`config.mk`:
```
export PLATFORM = sky130hd
export DESIGN_NAME = fstack_remap
export DESIGN_NICKNAME = d
export VERILOG_FILES = /design/src/rtl/fsr_pkg.sv /design/src/rtl/fsr_top_ctr.sv /design/src/rtl/fsr_mode_reg.sv /design/src/rtl/fsr_remap.sv /design/src/rtl/fstack_remap.sv
export SDC_FILE = /design/constraint.sdc
export NUM_CORES = 1
export LEC_CHECK = 0
export BUFFER_PORTS_ARGS = -buffer_cell sky130_fd_sc_hd__buf_2
export CAP_MARGIN = 20
export CORE_MARGIN = 3
export CORE_UTILIZATION = 38
export CTS_CLUSTER_SIZE = 30
export DETAILED_ROUTE_END_ITERATION = 10
export PLACE_DENSITY = 0.83
export SYNTH_ARGS = -nofsm -noshare
export SYNTH_HDL_FRONTEND = slang
export SYNTH_SLANG_ARGS = --single-unit
```
`constraint.sdc`:
```
create_clock -name clk -period 3.6 [get_ports clk]
set_input_delay 0.54 -clock clk [delete_from_list [all_inputs] [get_ports clk]]
set_output_delay 0.54 -clock clk [all_outputs]
set_load 0.01 [all_outputs]
```
`src/rtl/fsr_pkg.sv`:
```
package fsr_pkg;

  typedef enum logic [1:0] {
    TOP_HOLD = 2'd0,
    TOP_LOAD = 2'd1,
    TOP_INC  = 2'd2,
    TOP_DEC  = 2'd3
  } top_op_e;

  // load over increment over decrement
  function automatic top_op_e pick_op(input logic ld, input logic up, input logic dn);
    if (ld)      return TOP_LOAD;
    else if (up) return TOP_INC;
    else if (dn) return TOP_DEC;
    else         return TOP_HOLD;
  endfunction

endpackage

```
`src/rtl/fsr_top_ctr.sv`:
```
module fsr_top_ctr
  import fsr_pkg::*;
#(
  parameter int TOP_W = 3
) (
  input  logic             clk,
  input  logic             rst_n,
  input  top_op_e          op,
  input  logic [TOP_W-1:0] load_val,
  output logic [TOP_W-1:0] top_q
);

  localparam logic [TOP_W-1:0] ONE = TOP_W'(1);

  function automatic logic [TOP_W-1:0] step(input logic [TOP_W-1:0] cur, input top_op_e o,
                                            input logic [TOP_W-1:0] imm);
    case (o)
      TOP_LOAD: return imm;
      TOP_INC:  return cur + ONE;
      TOP_DEC:  return cur - ONE;
      default:  return cur;
    endcase
  endfunction

  // named events for the checks
  logic wrap_up, wrap_dn;
  assign wrap_up = (op == TOP_INC) && (top_q == {TOP_W{1'b1}});
  assign wrap_dn = (op == TOP_DEC) && (top_q == '0);

  always_ff @(posedge clk) begin
    if (!rst_n) top_q <= '0;
    else        top_q <= step(top_q, op, load_val);
  end

  p_reset_r1: assert property (@(posedge clk) !rst_n |=> top_q == '0);
  p_inc_r2: assert property (@(posedge clk) disable iff (!rst_n)
    (op == TOP_INC) |=> top_q == $past(top_q) + ONE);
  p_dec_r2: assert property (@(posedge clk) disable iff (!rst_n)
    (op == TOP_DEC) |=> top_q == $past(top_q) - ONE);
  p_wrap_up_r2: assert property (@(posedge clk) disable iff (!rst_n)
    wrap_up |=> top_q == '0);
  p_wrap_dn_r2: assert property (@(posedge clk) disable iff (!rst_n)
    wrap_dn |=> top_q == {TOP_W{1'b1}});
  p_load_r3: assert property (@(posedge clk) disable iff (!rst_n)
    (op == TOP_LOAD) |=> top_q == $past(load_val));
  p_hold_r3: assert property (@(posedge clk) disable iff (!rst_n)
    (op == TOP_HOLD) |=> $stable(top_q));

endmodule

```
`src/rtl/fsr_mode_reg.sv`:
```
module fsr_mode_reg (
  input  logic clk,
  input  logic rst_n,
  input  logic set_req,
  input  logic clr_req,
  output logic tm_q
);

  logic collide;
  assign collide = set_req && clr_req;

  always_ff @(posedge clk) begin
    if (!rst_n)       tm_q <= 1'b0;
    else if (clr_req) tm_q <= 1'b0;
    else if (set_req) tm_q <= 1'b1;
  end

  p_reset_r1: assert property (@(posedge clk) !rst_n |=> !tm_q);
  p_set_r5: assert property (@(posedge clk) disable iff (!rst_n)
    (set_req && !clr_req) |=> tm_q);
  p_clr_r5: assert property (@(posedge clk) disable iff (!rst_n)
    clr_req |=> !tm_q);
  p_collide_r5: assert property (@(posedge clk) disable iff (!rst_n)
    collide |=> !tm_q);
  p_hold_r5: assert property (@(posedge clk) disable iff (!rst_n)
    (!set_req && !clr_req) |=> $stable(tm_q));

endmodule

```
`src/rtl/fsr_remap.sv`:
```
module fsr_remap #(
  parameter int TOP_W = 3,
  parameter int IDX_W = 5
) (
  input  logic [TOP_W-1:0] top,
  input  logic             tm,
  input  logic [IDX_W-1:0] arch,
  input  logic             vec,
  output logic [IDX_W-1:0] phys
);

  localparam int STACK_N = 1 << TOP_W;
  localparam logic [IDX_W-1:0] WIN_END = IDX_W'(STACK_N);

  function automatic logic [IDX_W-1:0] rotate(input logic [IDX_W-1:0] a, input logic [TOP_W-1:0] t);
    logic [TOP_W-1:0] s;
    s = a[TOP_W-1:0] + t;
    return IDX_W'(s);
  endfunction

  logic in_window, rotate_en;
  assign in_window = arch < WIN_END;
  assign rotate_en = tm && !vec && in_window;
  assign phys      = rotate_en ? rotate(arch, top) : arch;

  always_comb begin
    if (vec) p_vec_r8: assert (phys == arch);
    if (!tm || !in_window) p_pass_r7: assert (phys == arch);
    if (rotate_en) p_range_r6: assert (phys < WIN_END);
  end

endmodule

```
`src/rtl/fstack_remap.sv`:
```
module fstack_remap
  import fsr_pkg::*;
#(
  parameter int TOP_W  = 3,
  parameter int IDX_W  = 5,
  parameter int WORD_W = 32
) (
  input  logic              clk,
  input  logic              rst_n,
  input  logic              top_inc,
  input  logic              top_dec,
  input  logic              top_load,
  input  logic [TOP_W-1:0]  load_val,
  input  logic              rd_en,
  output logic [WORD_W-1:0] rd_word,
  input  logic              tm_on,
  input  logic              tm_off,
  output logic              tm_state,
  input  logic [IDX_W-1:0]  arch_idx,
  input  logic              arch_vec,
  output logic [IDX_W-1:0]  phys_idx
);

  top_op_e          op;
  logic [TOP_W-1:0] top_q;
  logic             tm_q;

  assign op = pick_op(top_load, top_inc, top_dec);

  fsr_top_ctr #(.TOP_W(TOP_W)) u_ctr (
    .clk(clk), .rst_n(rst_n), .op(op), .load_val(load_val), .top_q(top_q)
  );

  fsr_mode_reg u_mode (
    .clk(clk), .rst_n(rst_n), .set_req(tm_on), .clr_req(tm_off), .tm_q(tm_q)
  );

  fsr_remap #(.TOP_W(TOP_W), .IDX_W(IDX_W)) u_remap (
    .top(top_q), .tm(tm_q), .arch(arch_idx), .vec(arch_vec), .phys(phys_idx)
  );

  assign tm_state = tm_q;
  assign rd_word  = rd_en ? WORD_W'(top_q) : '0;

  always_comb begin
    if (!rd_en) p_rd_idle_r4: assert (rd_word == '0);
  end

  p_load_prio_r3: assert property (@(posedge clk) disable iff (!rst_n)
    (top_load && (top_inc || top_dec)) |=> top_q == $past(load_val));
  p_map_follow_r9: assert property (@(posedge clk) disable iff (!rst_n)
    (top_load && !tm_on && !tm_off) |=> tm_q == $past(tm_q));

endmodule

```
* Yosys cells after proc, flatten, opt, wreduce, memory -nomap -nowiden
Cells that the tools add are included.
** Operators by class
- Order comparisons :: 1
- Multiplexer cells :: 6
- Equality and inequality tests :: 3
- Divide/modulo/power cells :: 0
- Reductions and logical operators :: 5
- Multipliers :: 0
- Shift-type cells :: 0
- Add/subtract/negate cells :: 3
- Bitwise gates (word level) :: 1
** Operators with widths (number)
- 3-bit case mux with 3 select lines :: 1
- 2-bit two-way mux :: 3
- 5-bit by 4-bit < comparator with 1-bit output (second input constant) :: 1
- 5-bit two-way mux :: 1
- 2-bit == test (second input constant) :: 2
- 3-bit by 1-bit adder with 3-bit output (second input constant) :: 1
- 3-bit adder :: 1
- 3-bit two-way mux :: 1
- 3-bit nonzero test :: 1
- 3-bit by 1-bit subtractor with 3-bit output (second input constant) :: 1
- 2-bit by 1-bit == test with 1-bit output (second input constant) :: 1
- 1-bit logical AND :: 2
- 2-bit OR reduction :: 1
- 1-bit zero test :: 1
- 1-bit inverter :: 1
** Storage, ports and cells
- Output and inout bits :: 38
- Bits in read-only memories :: 0
- Logic and storage cells :: 21
- Memories kept :: 0
- Flip-flop bits (word level) :: 4
- Bits in latches :: 0
- Input bits :: 17
- Memory bits (writable) :: 0

* Logic depth before layout (Yosys ltp)
- Word-level depth :: 5
- Depth in mapped cells :: 6
- Mapped depth without buffers :: 6

* By module
Synthesis repeated with hierarchy kept, for this count alone.
** Unflattened totals
- Cell total of the unflattened synthesis :: 73
- Area total of the unflattened synthesis :: 615.6 sq um
** Modules (own cells, without submodules)
- fstack_remap :: area an instance 259.0 sq um, times used 1, seq. area each 0.0 sq um, cells each 37
- fsr_top_ctr :: area an instance 212.7 sq um, times used 1, seq. area each 60.1 sq um, cells each 23
- fsr_remap :: area an instance 107.6 sq um, times used 1, seq. area each 0.0 sq um, cells each 10
- fsr_mode_reg :: area an instance 36.3 sq um, times used 1, seq. area each 20.0 sq um, cells each 3

* Worst setup path after synthesis
OpenSTA, ideal clock, no wires.
- Path type :: input to output
- Start :: input arch_idx[0]
- End :: output phys_idx[2]
- Data arrival time :: 1.540 ns
- Buffers on the path :: 0
- Stages :: 5
- Data required time :: 3.060 ns
- Slack :: 1.520 ns
- Cells stage by stage :: ha_1 fa_1 xor2_1 nand2_1 xnor2_1
** On the way
- Longest elaborated chain between the ends :: 3
- Elaborated cells between the ends (all ways) :: 4
- Classes of those cells :: add/sub (1); order compare (1); mux (1); reduce/logical (1)
** RTL lines
- start: declaration :: RTL line fstack_remap.sv:19 : input logic [IDX_W-1:0] arch_idx,
- 5-bit by 4-bit < comparator with 1-bit output :: RTL line fsr_remap.sv:22 : assign in_window = arch < WIN_END;
- 1-bit logical AND :: RTL line fsr_remap.sv:23 : assign rotate_en = tm && !vec && in_window;
- 5-bit two-way mux (*) :: RTL line fsr_remap.sv:24 : assign phys = rotate_en ? rotate(arch, top) : arch;
- end: declaration :: RTL line fstack_remap.sv:21 : output logic [IDX_W-1:0] phys_idx
Mark *: on every way between the ends. The rest lies on a longest branch, timed or not.

* Final worst setup path
Ends and elaborated chain as after synthesis.

==> summary.txt <==
vias in the first global route: 348
part of the power in registers: 32.0%
Clock Skew: 1.60 ps
CTS tree: built
power density cells: 265 nW/um^2
Place WS: 1330 ps
#FFs+latches synth: 4
post-cts sizing count: 0
H-tree levels: 1
Max VDD drop: 188 uV
total CTS buffers: 3
largest buffer count on any clock path: 2
Die X: 45.0 um
critical-path maximum fanout: 2
Worst setup startpoint: arch_idx[0]
outcome: completed
synth unique cells: 27
Die Span Y: 45.0 um
total number of vias: 443
maximum clock rate: 443 MHz
DPL Wire Length: 932 um
Syn Std Cell Area: 579 sq um
Comb pwr share: 34.2%
cell taking the most area after synthesis: buf_4
DRC Markers: 0
crit path capture: phys_idx[2]
critical path type: primary input to output port
Site Rows: 13
Tot Pwr: 0.000166 W
Post-Synthesis Cells: 68
Tmin final: 2260 ps
Post-DRT Antenna Nets: 0
area share of the largest cell type after synthesis: 37.6%
commonest non-fill, non-tap cell in the layout: conb_1
final wirelength: 1060 um
crit share post-route: 62.7%
max-slew violations: 0
clk slew on worst S/H paths: 40 ps
first-pass GRT wire length: 1460 um
DIE AREA: 2030 sq um
drt pass-1 iters: 4
drt wl/cell: 9.83 um
Setup TNS: 0 ps
area grow syn2layout: 7.99%
sequential area share after synthesis: 13.8%
proportion of layout cells with a drive suffix above 1: 34.4%
hold buffers post-CTS: 0
Core Box Area: 1370 sq um
Arrival @ worst endpoint: 1720 ps
via/cell ratio: 4.10
reg2reg path depth: 4
Synth area leaders: buf_4 38%, dfxtp_1 14%, ha_1 4.3%
Critical R2R Capture: u_ctr.top_q[1]$_SDFFE_PN0P_
CP endpoint kind: output port
Final Hold Vio Count: 0
drt first-iter violations: 2
Clock Latency Late Sink: 240 ps
Port-buffer cells: 25
max cap viols: 0
worst setup margin: 1340 ps
GP Congestion: 0.784
Hold Crit Class: primary input to register
LEAKAGE: 0.356 nW
Worst R2R Setup Slack: 2150 ps
Nets: 115
Antenna Cells: 0
Top Ports: 55
clock share of power: 33.8%
TritonCTS Sinks: 4
final setup fails: 0
highest-count cells in the layout ignoring fill and taps: 29 x conb_1, 25 x buf_2, 4 x dfxtp_1
Global Route Usage Sum: 10.9%
largest net degree at the start of global routing: 9
GRT overflow: 0
Yosys warning count: 0
Net Sw Frac: 34.5%
initial antenna violation count: 0
reg2reg start: u_ctr.top_q[1]$_SDFFE_PN0P_
Syn Area/Cell: 8.52 sq um
internal power: 0.000109 W
Starting Density: 42.4%
CP Launch Type: primary input
Switch Pwr: 0.0000573 W
CTS root buf: clkbuf_4
Post-CTS Setup Bufs: 0
RSZ-0062 raised after global routing: false
WP data required: 3060 ps
## power by group through the flow
| stage | Combinational (W) | Sequential [W] | Clock, W |
|---|---|---|---|
| final | 0.0000568 | 0.0000532 | 0.0000561 |
| after global routing | 0.0000641 | 0.0000538 | 0.0000621 |
| after CTS | 0.0000568 | 0.0000533 | 0.0000596 |
| after detailed placement | 0.0000566 | 0.0000540 | 0 |
| after global placement | 0.0000536 | 0.0000534 | 0 |
| after floorplan | 0.0000587 | 0.0000524 | 0 |
## stage by stage
| step | util [%] | instances | cell area (sq um) | hold WS (ps) |
|---|---|---|---|---|
| after CTS | 45.8 | 108 | 626 | 450 |
| final | 45.8 | 108 | 626 | 458 |
| after floorplan | - | 96 | 684 | 526 |
| after global placement | 44.1 | 105 | 603 | 508 |
| after detailed placement | 44.1 | 105 | 603 | 520 |
| after global routing | 45.8 | 108 | 626 | 455 |
## worst max-delay path, stage by stage
cell and delay, ps:
buf_2 110, ha_1 200, fa_1 380, xor2_1 140
nand2_1 80, xnor2_1 130, buf_2 140
## cells in the mapped netlist
library cell	instances
a21boi_1	1
and2_1	3
and2_2	1
buf_4	29
clkbuf_1	2
conb_1	1
dfxtp_1	4
fa_1	1
ha_1	2
mux2_1	1
mux2_2	2
nand2_1	2
nand3_1	1
nand3b_1	1
nor2_1	3
nor3_1	1
nor3b_1	2
nor4b_1	1
nor4b_4	1
o211a_1	1
o211ai_1	1
o21ai_1	1
o311ai_0	1
or2b_1	1
or3b_1	1
xnor2_1	1
xor2_1	2
## cells by family after synthesis
group | Yosys count | share of synthesized area [%]
other | 1 | 0.647
AND/OR/NAND/NOR | 18 | 21.8
flip-flops | 4 | 13.8
buffers and inverters | 31 | 38.9
adder cells (fa/ha/maj) | 3 | 7.77
multiplexers | 3 | 5.83
XOR/XNOR | 3 | 4.54
AO/OA/AOI/OAI | 5 | 6.70
## worst min path at each step
stage | slack (ps) | cells past startpoint | startpoint | to
2_1_floorplan | 530 | 2 | u_mode.tm_q$_SDFFE_PP0P_ | u_mode.tm_q$_SDFFE_PP0P_
3_3_place_gp | 510 | 2 | u_mode.tm_q$_SDFFE_PP0P_ | u_mode.tm_q$_SDFFE_PP0P_
3_5_place_dp | 520 | 2 | u_mode.tm_q$_SDFFE_PP0P_ | u_mode.tm_q$_SDFFE_PP0P_
4_1_cts | 450 | 2 | tm_off | u_mode.tm_q$_SDFFE_PP0P_
5_1_grt | 460 | 2 | tm_off | u_mode.tm_q$_SDFFE_PP0P_
6_report | 460 | 2 | tm_off | u_mode.tm_q$_SDFFE_PP0P_
## sequential cells by signal, indices dropped and copies added (netlist names)
name	cells
u_mode.tm_q	1
u_ctr.top_q	3
## cell type report
type	instances	area [sq um]
Multi-Input combinational cell	61	379
Clock buffer	3	22.5
Timing Repair Buffer	25	125
Tap cell	15	18.8
Fill cell	141	741
Sequential cell	4	80.1
## per-layer routing
| layer | global-route usage [%] | vias up | routed length, um |
|---|---|---|---|
| met5 | 0 | - | 0 |
| met4 | 3.51 | 0 | 8 |
| met3 | 5.98 | 2 | 160 |
| met2 | 18.6 | 35 | 543 |
| met1 | 11.4 | 189 | 350 |
| li1 | - | 217 | - |
No activity file was read; power rests on OpenSTA's default activity.
